File: src/rtl/fcmd_pkg.sv
package fcmd_pkg;
  localparam int unsigned HALF_W    = 12;
  localparam int unsigned WORD_W    = 2 * HALF_W;
  localparam int unsigned BX_W      = 12;
  localparam int unsigned CAL_W     = 4;
  localparam int unsigned N_BIT_CMD = 7;
  localparam int unsigned N_CH      = N_BIT_CMD + 1;
  localparam int unsigned SEL_W     = $clog2(N_CH);

  // channel indices, shared by cfg_sel_i and the delay bank
  localparam int unsigned CH_VETO = 0;
  localparam int unsigned CH_FE   = 1;
  localparam int unsigned CH_HDR  = 2;
  localparam int unsigned CH_NZS  = 3;
  localparam int unsigned CH_SNAP = 4;
  localparam int unsigned CH_SYNC = 5;
  localparam int unsigned CH_EVID = 6;
  localparam int unsigned CH_CAL  = 7;

  typedef struct packed {
    logic             evid_rst;
    logic             sync;
    logic             snap;
    logic             nzs;
    logic             hdr_only;
    logic             bx_rst;
    logic             fe_rst;
    logic             veto;
    logic [CAL_W-1:0] cal;
    logic [BX_W-1:0]  bx;
  } fcmd_word_t;
endpackage

File: src/rtl/fcmd_ddr_rx.sv
module fcmd_ddr_rx #(
  parameter int unsigned HW = 12
) (
  input  logic          clk_i,
  input  logic          rst_ni,
  input  logic [HW-1:0] rise_i,
  input  logic [HW-1:0] fall_i,
  output logic [2*HW-1:0] word_o
);
  logic [HW-1:0] hi_q, lo_q;

  always_ff @(posedge clk_i or negedge rst_ni) begin
    if (!rst_ni) hi_q <= '0;
    else         hi_q <= rise_i;
  end

  always_ff @(negedge clk_i or negedge rst_ni) begin
    if (!rst_ni) lo_q <= '0;
    else         lo_q <= fall_i;
  end

  // both halves of one word are held when the next rising edge arrives
  always_ff @(posedge clk_i or negedge rst_ni) begin
    if (!rst_ni) word_o <= '0;
    else         word_o <= {hi_q, lo_q};
  end
endmodule

File: src/rtl/fcmd_delay_line.sv
module fcmd_delay_line #(
  parameter int unsigned W    = 1,
  parameter int unsigned DMAX = 31,
  localparam int unsigned SW  = $clog2(DMAX + 1),
  localparam int unsigned AW  = (DMAX > 1) ? $clog2(DMAX) : 1
) (
  input  logic          clk_i,
  input  logic          rst_ni,
  input  logic [W-1:0]  d_i,
  input  logic [SW-1:0] sel_i,
  output logic [W-1:0]  q_o
);
  logic [W-1:0] sr [DMAX];

  always_ff @(posedge clk_i or negedge rst_ni) begin
    if (!rst_ni) begin
      for (int i = 0; i < DMAX; i++) sr[i] <= '0;
    end else begin
      sr[0] <= d_i;
      for (int i = 1; i < DMAX; i++) sr[i] <= sr[i-1];
    end
  end

  always_comb begin
    int unsigned k;
    k = int'(sel_i);
    if (k > DMAX) k = DMAX;
    q_o = (k == 0) ? d_i : sr[AW'(k - 1)];
  end
endmodule

File: src/rtl/fcmd_bx_track.sv
module fcmd_bx_track #(
  parameter int unsigned BX_W      = 12,
  parameter int unsigned ORBIT_LEN = 3564
) (
  input  logic            clk_i,
  input  logic            rst_ni,
  input  logic [BX_W-1:0] rx_bx_i,
  input  logic            bx_rst_i,
  input  logic            clr_i,
  output logic [BX_W-1:0] cnt_o,
  output logic            mm_o
);
  localparam logic [BX_W-1:0] LAST = BX_W'(ORBIT_LEN - 1);

  logic            armed_q;
  logic [BX_W-1:0] expect_bx;
  logic            err;

  assign expect_bx = bx_rst_i ? '0 : cnt_o;
  assign err       = (armed_q || bx_rst_i) && (rx_bx_i != expect_bx);

  always_ff @(posedge clk_i or negedge rst_ni) begin
    if (!rst_ni) begin
      cnt_o   <= '0;
      armed_q <= 1'b0;
      mm_o    <= 1'b0;
    end else begin
      if (bx_rst_i)          cnt_o <= BX_W'(1);
      else if (cnt_o == LAST) cnt_o <= '0;
      else                   cnt_o <= cnt_o + 1'b1;
      if (bx_rst_i) armed_q <= 1'b1;
      if (err)        mm_o <= 1'b1;
      else if (clr_i) mm_o <= 1'b0;
    end
  end
endmodule

File: src/rtl/fcmd_decoder.sv
module fcmd_decoder
  import fcmd_pkg::*;
#(
  parameter int unsigned ORBIT_LEN = 3564,
  parameter int unsigned MAX_DLY   = 31,
  localparam int unsigned DLY_W    = $clog2(MAX_DLY + 1)
) (
  input  logic              clk_i,
  input  logic              rst_ni,
  input  logic [HALF_W-1:0] rise_half_i,
  input  logic [HALF_W-1:0] fall_half_i,
  input  logic              cfg_we_i,
  input  logic [SEL_W-1:0]  cfg_sel_i,
  input  logic [DLY_W-1:0]  cfg_dly_i,
  input  logic              clr_mm_i,
  output logic              veto_o,
  output logic              fe_rst_o,
  output logic              hdr_only_o,
  output logic              nzs_o,
  output logic              snap_o,
  output logic              evid_rst_o,
  output logic [CAL_W-1:0]  cal_type_o,
  output logic              sync_o,
  output logic [BX_W-1:0]   bx_cnt_o,
  output logic              mismatch_o,
  output logic [BX_W-1:0]   snap_bx_o,
  output logic              snap_mm_o
);
  logic [WORD_W-1:0]    word_raw;
  fcmd_word_t           word_q;
  logic [DLY_W-1:0]     dly_q [N_CH];
  logic [N_BIT_CMD-1:0] cmd_raw, cmd_d;
  logic                 bx_rst_w, sync_d;
  logic [1:0]           run_q;

  fcmd_ddr_rx #(.HW(HALF_W)) u_rx (
    .clk_i(clk_i), .rst_ni(rst_ni),
    .rise_i(rise_half_i), .fall_i(fall_half_i), .word_o(word_raw)
  );
  assign word_q   = fcmd_word_t'(word_raw);
  assign bx_rst_w = word_q.bx_rst;

  always_ff @(posedge clk_i or negedge rst_ni) begin
    if (!rst_ni) begin
      for (int i = 0; i < N_CH; i++) dly_q[i] <= '0;
    end else if (cfg_we_i) begin
      dly_q[cfg_sel_i] <= cfg_dly_i;
    end
  end

  assign cmd_raw = {word_q.evid_rst, word_q.sync, word_q.snap, word_q.nzs,
                    word_q.hdr_only, word_q.fe_rst, word_q.veto};

  for (genvar g = 0; g < N_BIT_CMD; g++) begin : g_dl
    fcmd_delay_line #(.W(1), .DMAX(MAX_DLY)) u_dl (
      .clk_i(clk_i), .rst_ni(rst_ni),
      .d_i(cmd_raw[g]), .sel_i(dly_q[g]), .q_o(cmd_d[g])
    );
  end

  fcmd_delay_line #(.W(CAL_W), .DMAX(MAX_DLY)) u_dl_cal (
    .clk_i(clk_i), .rst_ni(rst_ni),
    .d_i(word_q.cal), .sel_i(dly_q[CH_CAL]), .q_o(cal_type_o)
  );

  assign veto_o     = cmd_d[CH_VETO];
  assign fe_rst_o   = cmd_d[CH_FE];
  assign hdr_only_o = cmd_d[CH_HDR];
  assign nzs_o      = cmd_d[CH_NZS];
  assign snap_o     = cmd_d[CH_SNAP];
  assign evid_rst_o = cmd_d[CH_EVID];
  assign sync_d     = cmd_d[CH_SYNC];

  // persistence filter: act from the third consecutive cycle on
  always_ff @(posedge clk_i or negedge rst_ni) begin
    if (!rst_ni)           run_q <= '0;
    else if (!sync_d)      run_q <= '0;
    else if (run_q != 2'd2) run_q <= run_q + 1'b1;
  end
  assign sync_o = sync_d && (run_q == 2'd2);

  fcmd_bx_track #(.BX_W(BX_W), .ORBIT_LEN(ORBIT_LEN)) u_bx (
    .clk_i(clk_i), .rst_ni(rst_ni),
    .rx_bx_i(word_q.bx), .bx_rst_i(bx_rst_w), .clr_i(clr_mm_i),
    .cnt_o(bx_cnt_o), .mm_o(mismatch_o)
  );

  always_ff @(posedge clk_i or negedge rst_ni) begin
    if (!rst_ni) begin
      snap_bx_o <= '0;
      snap_mm_o <= 1'b0;
    end else if (snap_o) begin
      snap_bx_o <= bx_cnt_o;
      snap_mm_o <= mismatch_o;
    end
  end
endmodule

File: config.mk
export PLATFORM = sky130hd
export DESIGN_NAME = fcmd_decoder
export DESIGN_NICKNAME = d
export VERILOG_FILES = /design/src/rtl/fcmd_pkg.sv /design/src/rtl/fcmd_ddr_rx.sv /design/src/rtl/fcmd_delay_line.sv /design/src/rtl/fcmd_bx_track.sv /design/src/rtl/fcmd_decoder.sv
export SDC_FILE = /design/constraint.sdc
export NUM_CORES = 1
export LEC_CHECK = 0
export BUFFER_PORTS_ARGS = -buffer_cell sky130_fd_sc_hd__buf_2
export CORE_MARGIN = 1
export CORE_UTILIZATION = 45
export CTS_BUF_LIST = sky130_fd_sc_hd__clkbuf_8
export DETAILED_ROUTE_END_ITERATION = 8
export GPL_TIMING_DRIVEN = 1
export PLACE_DENSITY = 0.71
export REMOVE_ABC_BUFFERS = 1
export SYNTH_ARGS = -nofsm -noshare
export SYNTH_HDL_FRONTEND = slang
export SYNTH_SLANG_ARGS = --single-unit
File: constraint.sdc
create_clock -name clk_i -period 4.8 [get_ports clk_i]
set_clock_uncertainty 0.15 [all_clocks]
set_input_delay 0.24 -clock clk_i [delete_from_list [all_inputs] [get_ports clk_i]]
set_output_delay 0.24 -clock clk_i [all_outputs]
set_load 0.1 [all_outputs]
### Word level (Yosys, flattened, before mapping)

Index checks and enable logic that the tools add are counted.

* register bits: 458
* bits of input ports: 36
* output and inout bits: 37
* word-level logic and storage cells: 354

* $add $sub $neg: 10
* $lt $le $gt $ge: 10
* equal/unequal tests: 5
* multiplexer cells: 42
* bitwise gates (word level): 9
* reduce and logical (&&, ||, !) cells: 13

Operators by type and width (number)
* $ge A6 B6 Y1 const B: 8
* $not A5 Y6: 8
* $bwmux W40: 1
* $logic_not A5 Y1: 8
* $sub A5 B1 Y5 const B: 8
* $mux W12: 3
* $bmux W1 S5: 7
* $mux W1: 23
* $bmux W4 S5: 1
* $demux W5 S3: 1
* $add A12 B1 Y12 const B: 1
* $eq A12 B12 Y1 const B: 1
* $mux W4: 3
* $ne A12 B12 Y1: 1
* $mux W5: 1
* $ge A4 B4 Y1 const B: 1
* $lt A4 B1 Y1 const B: 1
* $mux W2: 2
* $not A3 Y4: 1
* $logic_and A1 B1 Y1: 3
* $add A2 B1 Y2 const B: 1
* $eq A2 B2 Y1 const B: 1
* $ne A2 B1 Y1 const B: 1
* $ne A2 B2 Y1 const B: 1
* other kinds (2): 2

### Logic depth before layout (Yosys ltp)

Gate-level depths: netlist (run 1).

* depth after elaboration: 7
* mapped depth: 13
* depth with buffers taken out: 8

### By module

From an unflattened synthesis (run 1), not the netlist that was laid out.

* cells, all modules: 1071
* area, all modules: 16961.3 um^2

Modules (own cells, without submodules)
* fcmd_delay_line at g_dl[0].u_dl ...: instances 7, cells each 76, area an instance 1177.4 um^2, sequential area each 775.7 um^2
* fcmd_delay_line at u_dl_cal: instances 1, cells each 250, area an instance 4365.4 um^2, sequential area each 3103.0 um^2
* fcmd_decoder: instances 1, cells each 126, area an instance 2143.3 um^2, sequential area each 1376.3 um^2
* fcmd_ddr_rx: instances 1, cells each 48, area an instance 1201.2 um^2, sequential area each 1201.2 um^2
* fcmd_bx_track: instances 1, cells each 115, area an instance 1009.7 um^2, sequential area each 350.3 um^2

==> results of run 1 <==
==> cell usage after synthesis (3+ instances only) <==
cell      number
xor2_1        15
mux4_2        82
nor2b_1       14
buf_1          8
o31ai_1        5
nand4_1        4
clkbuf_1      22
mux2_4         9
dfrtp_1      446
nand2_1       25
a21oi_1       12
buf_2          3
o32ai_1        7
nand3_1        4
nand4b_1       3
a31oi_1        6
o21ai_0       26
mux4_1         4
nor4bb_1       5
inv_1         27
nor2_1        29
mux2i_1       28
xnor2_1       17
dfrtn_1       12
nand2b_1       4
nor3_1        11
a211oi_1      10
ha_1          10
nor3b_1       17
mux2_2        52
==> timing repair <==
action | CTS | global route
buffers inserted | 0 | 0
hold buffers | 26 | 0
endpoints found under the hold margin | 102 | 0
==> cell families (layout without fill, tap and decap cells) <==
group,Yosys count,count (layout),synth area share
adders and majority gates,10,10,0.00770
xor gates and xnor gates,33,33,0.0183
buffers and inverters,63,267,0.0167
muxes,175,175,0.182
DFF,458,458,0.705
AOI/OAI and AO/OA,72,72,0.0280
and+or+nand+nor,124,124,0.0422
==> stage by stage <==
stage	setup TNS [ns]	power, mW	utilization	instances
floorplan	-1.68	6.36	-	899
finish	0	10.5	0.535	1600
global route	0	11.0	0.535	1600
CTS	0	10.6	0.535	1600
global placement	0	6.88	0.481	1440
detailed placement	0	6.92	0.481	1440
==> metal layers <==
| metal | routed length, um | track usage |
|---|---|---|
| met3 | 1140 | 0.0424 |
| met5 | 0 | 0 |
| met1 | 12800 | 0.221 |
| met4 | 697 | 0.0651 |
| met2 | 12700 | 0.238 |
==> cell type report <==
| class | count | area (um2) | share of cell area |
|---|---|---|---|
| Sequential cell | 458 | 11500 | 0.602 |
| Multi-Input combinational cell | 414 | 4520 | 0.237 |
| Clock buffer | 101 | 1390 | 0.0730 |
| Timing Repair Buffer | 106 | 716 | 0.0376 |
| Tap cell | 461 | 577 | 0.0303 |
| Clock inverter | 33 | 280 | 0.0147 |
| Inverter | 27 | 101 | 0.00532 |
==> sequential cells by signal (all words and copies together) (netlist names) <==
signal        count
snap_bx_o        12
g_dl.u_dl.sr    217
snap_mm_o         1
u_bx.armed_q      1
u_rx.word_o      24
dly_q            40
run_q             2
u_bx.cnt_o       12
u_rx.lo_q        12
u_rx.hi_q        12
u_bx.mm_o         1
u_dl_cal.sr     124
==> worst max-delay path: cells and delay by family, from the launching register on <==
kind | cells | cell delay [ns]
mux | 1 | 0.39
compound gates | 2 | 0.32
fa+ha+maj | 1 | 0.28
flops | 1 | 0.67
xor+xnor | 1 | 0.41
buf+inv | 2 | 0.61
simple gates | 1 | 0.80
==> how the worst max path moves through the flow <==
stage	startpoint	to	slack (ns)
finish	dly_q[15]	snap_o	0.31
global route	dly_q[15]	snap_o	0.009
CTS	dly_q[15]	snap_o	0.24
detailed placement	dly_q[15]	snap_o	0.90
global placement	dly_q[15]	snap_o	0.99
floorplan	dly_q[0]	cal_type_o[0]	-0.42
==> power by group through the flow <==
| stage | combinational (mW) | sequential [mW] | clock [mW] |
|---|---|---|---|
| global placement | 2.46 | 4.42 | 0 |
| CTS | 2.51 | 4.37 | 3.76 |
| global route | 2.67 | 4.40 | 3.94 |
| finish | 2.48 | 4.36 | 3.64 |
| detailed placement | 2.49 | 4.43 | 0 |
| floorplan | 1.88 | 4.48 | 0 |
==> flow_summary_export.csv, run 1 <==
group,metric,value,unit
outcome,status,"finished, final reports clean",
timing,fmax,0.223,GHz
timing,hold_viol,0,
cts,clk_path_buf_depth,3,
pwr,clkPwrFrac,0.347,
yosys,yosysTopAreaCellShare,0.687,
detailed_routing,via_count,8205,
timing,period_share,0.935,
yosys,syn_inst,935,
setup_path,cp.arrival,4.10,ns
yosys,synth-edff-count,0,
pwr,powerDensity,550,nW/um2
yosys,yosysWarnings,0,
floorplanning,core,35600,um2
final_layout,layout.nets,1128,
hold_path,holdCritPathClass,"input pin to asynchronous set/reset pin",
cts,clock_latency,0.60,ns
detailed_routing,wl,27.4,mm
setup_path,crit_path_start_kind,"flip-flop",
setup_path,worstSetupPathType,"flip-flop to output port",
final_layout,fill_cells,2820,
pwr,switching_share,0.304,
detailed_routing,wl_per_cell,17.1,um
cts,clock-sinks,458,
detailed_routing,avgViaCountPerCell,5.13,
grt,antenna_found_initial,1,
timing,fin_crit,4.49,ns
timing,worst_pin_slew,1.08,ns
floorplanning,start_util,0.457,
setup_path,worstPathRequired,4.41,ns
setup_path,r2r_cells,8,
yosys,yosysTopAreaCell,"dfrtp_1",
final_layout,final_common_cell,"dfrtp_1",
final_layout,drive_above_1_share,0.307,
timing,worst_slack,0.311,ns
yosys,ys_ff_latch,458,
timing,whs,0.0523,ns
yosys,synth_area_leaders,"dfrtp_1 (69%), mux4_2 (11%), mux2_2 (3.6%), dfrtn_1 (1.8%), mux2i_1 (1.7%)",
run,max_cap_viol_count,0,
setup_path,cp-end-kind,"output port",
pwr,p_seq_frac,0.416,
detailed_routing,antenna_left,0,
floorplanning,rows,69,
timing,final-setup-viol-count,0,
yosys,yosysSeqAreaShare,0.705,
floorplanning,num_io_pins,73,
placement,place_area,17100,um2
pwr,p_int,7.29,mW
cts,cts_resized,0,
timing,grt_setup_unrepaired,"no",
timing,relSlewSlack,0.281,
placement,dp_slack,0.902,ns
pwr,switching_power,3.19,mW
grt,grt_pass1_vias,8832,
final_layout,stdcell_area,19000,um2
floorplanning,die_width,192,um
setup_path,crit_chain,"inv_1, ha_1, xor2_1, mux2_2, a211oi_1, a2111oi_0, or4_1, buf_2",
yosys,synth_ff_type,"dfrtp_1",
placement,gp_congestion,0.814,
detailed_routing,drt_iter0_markers,324,
grt,grt_max_degree,206,
grt,grt_pass1_wl,45.4,mm
setup_path,r2r_start,"dly_q[15]",
pwr,power_frac_comb,0.237,
pwr,p_leak,8.38,nW
grt,grtUsageTotal,0.159,
final_layout,final_cell_mix,"dfrtp_1 (445), clkbuf_8 (101), mux4_2 (82)",
yosys,syn_area_per_cell,17.4,um2
yosys,ys_async_sr_fraction,1.00,
setup_path,cp_slowest_stage_delay,0.80,ns
timing,slew_viol_final,0,
grt,gr-total-overflow,0,
cts,cts_tree,"built",
floorplanning,fp.dieH,192,um
placement,dpl.hpwl,16.6,mm
cts,clkSlewWorstSetupHoldPaths,0.06,ns
setup_path,r2r_slack,1.04,ns
floorplanning,die_area,36900,um2
cts,htreeDepth,3,
final_layout,num_antenna_cells,0,
cts,cts_root_buf,"clkbuf_8",
setup_path,path_max_fanout,14,
final_layout,area_growth,17.2,%
setup_path,critPathSlowestCell,"or4_1",
setup_path,r2r-end,"snap_bx_o[8]",
placement,io_buffers,72,
yosys,synthDistinctLibCells,44,
detailed_routing,firstDrtPassIters,4,
yosys,netlist_area,16200,um2
pwr,ir_worst_vdd,0.000481,V
cts,cts_buffers,75,
detailed_routing,route.detailed.drc,0,
Power figures use the tool's default switching activity.
==> run 2: changes to the inputs <==
- CORE_UTILIZATION: 45 -> 50
- PLACE_DENSITY: 0.71 -> 0.77
==> run 2 against run 1 <==
Critical path depth unchanged; register-to-register slack improved by 0.03 ns; combinational power about the same; wire length fell by 0.12%; global-route usage is 2.0 points higher; setup slack better by 0.23 ns; hold slack got worse by 0.018 ns; clock power fell by 12%; core utilization grew 5.5 points; critical endpoint unchanged; largest cell class unchanged; largest power group unchanged; highest routed layer unchanged.
==> flow_summary_export.csv, run 2 (synthesized netlist as in run 1, its figures left out) <==
group,metric,value,unit
outcome,status,"finished, final reports clean",
final_layout,fill_cells,2358,
floorplanning,start_util,0.511,
timing,period_share,0.887,
cts,htreeDepth,3,
placement,gp_congestion,0.789,
detailed_routing,wl,27.4,mm
detailed_routing,antenna_left,0,
placement,dpl.hpwl,16.6,mm
detailed_routing,wl_per_cell,17.5,um
pwr,ir_worst_vdd,0.000466,V
pwr,switching_share,0.318,
timing,relSlewSlack,0.273,
floorplanning,die_area,33200,um2
setup_path,path_max_fanout,11,
setup_path,cp_slowest_stage_delay,0.68,ns
setup_path,cp.arrival,3.87,ns
cts,cts_resized,0,
floorplanning,fp.dieH,182,um
timing,grt_setup_unrepaired,"no",
grt,antenna_found_initial,0,
cts,clock_latency,0.62,ns
placement,dp_slack,1.07,ns
cts,clock-sinks,458,
final_layout,final_common_cell,"dfrtp_1",
grt,grtUsageTotal,0.179,
final_layout,final_cell_mix,"dfrtp_1 (445), clkbuf_8 (92), mux4_2 (82)",
run,max_cap_viol_count,0,
pwr,p_seq_frac,0.433,
final_layout,num_antenna_cells,0,
placement,io_buffers,72,
pwr,power,10.1,mW
cts,cts_tree,"built",
final_layout,layout.nets,1123,
timing,fin_crit,4.26,ns
floorplanning,core,31800,um2
placement,dpl.cell_count,1414,
detailed_routing,wl_met3,1.05,mm
setup_path,cp-end-kind,"output port",
setup_path,worstPathRequired,4.41,ns
floorplanning,rows,65,
final_layout,largest-register,"g_dl.u_dl.sr",
final_layout,top_regs,"g_dl.u_dl.sr: 217 flops, u_dl_cal.sr: 124 flops, dly_q: 40 flops",
pwr,p_leak,8.28,nW
detailed_routing,met2WireLength,12.8,mm
final_layout,largest_reg_flops,217,
timing,hold_viol,0,
timing,slew_viol_final,0,
final_layout,area_growth,15.5,%
detailed_routing,top_layer,"met4",
cts,clk_path_buf_depth,3,
final_layout,final_core_util,0.590,
grt,grt_pass1_wl,46.8,mm
final_layout,fin_cells,1562,
cts,clkSlewWorstSetupHoldPaths,0.06,ns
grt,grt_max_degree,163,
timing,fmax,0.235,GHz
timing,final-setup-viol-count,0,
pwr,switching_power,3.20,mW
detailed_routing,route.detailed.drc,0,
detailed_routing,met1_length,13.0,mm
setup_path,critPathSlowestCell,"dfrtp_1",
detailed_routing,firstDrtPassIters,4,
pwr,p_int,6.87,mW
timing,worst_pin_slew,1.09,ns
detailed_routing,avgViaCountPerCell,5.26,
setup_path,crit_chain,"inv_1, ha_1, xor2_1, mux2_2, a211oi_1, a2111oi_0, or4_1, buf_2",
timing,worst_slack,0.541,ns
pwr,powerDensity,537,nW/um2
grt,gr-total-overflow,0,
setup_path,crit_path_start_kind,"flip-flop",
detailed_routing,via_count,8221,
grt,grt_pass1_vias,8945,
pwr,clkPwrFrac,0.320,
cts,cts_root_buf,"clkbuf_8",
setup_path,worstSetupPathType,"flip-flop to output port",
final_layout,drive_above_1_share,0.298,
detailed_routing,drt_iter0_markers,462,
floorplanning,die_width,182,um
floorplanning,num_io_pins,73,
cts,post-cts-setup-buffers,0,
pwr,power_frac_comb,0.246,
cts,cts_buffers,73,
hold_path,holdCritPathClass,"input pin to flip-flop",
## run 2: changes by cell type in the layout (fill, tap and decap cells not counted), sizes merged
cell         before  now
clkinv           11   10
clkinvlp          3    0
bufinv            5    0
clkbuf          101   92
inv              41   50
dlygate4sd3      26   23
## run 2: path summary, 6_finish.rpt
check / from / end / slack (ns) / cells after the start
worst max-delay path: dly_q[15] / snap_o / 0.54 / 8
worst min-delay path: cfg_sel_i[1] / dly_q[34] / 0.03 / 3
worst max register to register: dly_q[15] / snap_bx_o[7] / 1.07 / 9
worst min register to register: u_dl_cal.sr[98] / u_dl_cal.sr[94] / 0.20 / 0
max in group asynchronous: rst_ni / u_rx.lo_q[1] / 1.54 / 2
min in group asynchronous: rst_ni / g_dl[4].u_dl.sr[3] / 0.16 / 2
## run 2: area by class of cell
type | count | area (um2) | share of cell area
tap | 435 | 544 | 0.0290
clock buffer | 92 | 1270 | 0.0675
multi-input combinational | 414 | 4520 | 0.241
clock inverter | 33 | 181 | 0.00967
sequential | 458 | 11500 | 0.611
inverter | 27 | 101 | 0.00540
timing repair buffer | 103 | 686 | 0.0365
## run 2: per-layer routing
metal	track usage	vias to the layer above
met4	0.0612	0
met1	0.258	4355
met5	0	-
li1	-	3674
met3	0.0411	49
met2	0.273	143
## run 2: power groups by stage
stage                     logic, mW  clock network, mW  registers (mW)
after floorplan                1.88                  0            4.48
after global placement         2.44                  0            4.42
after detailed placement       2.48                  0            4.43
after CTS                      2.51               3.33            4.37
after global routing           2.66               3.51            4.41
final                          2.48               3.22            4.36
## run 2: critical path, delay by kind of cell (launching register included)
| kind | cells | cell delay [ns] |
|---|---|---|
| AOI/OAI and AO/OA | 2 | 0.30 |
| xor gates and xnor gates | 1 | 0.44 |
| adders and majority gates | 1 | 0.28 |
| buffers and inverters | 2 | 0.54 |
| DFF | 1 | 0.68 |
| muxes | 1 | 0.40 |
| and+or+nand+nor | 1 | 0.63 |
## run 2: repair_timing
action | 4_1_cts | 5_1_grt
hold buffers | 23 | 0
setup endpoints to repair | 0 | 0
hold endpoints to repair | 124 | 0
## run 2: metrics by stage
step	setup TNS [ns]	cell area, um2	hold WS [ns]
finish	0	18800	0.0345
global route	0	18800	0.0389
CTS	0	18800	0.000207
detailed placement	0	17100	0.128
global placement	0	17100	0.121
floorplan	-1.68	16100	-0.206
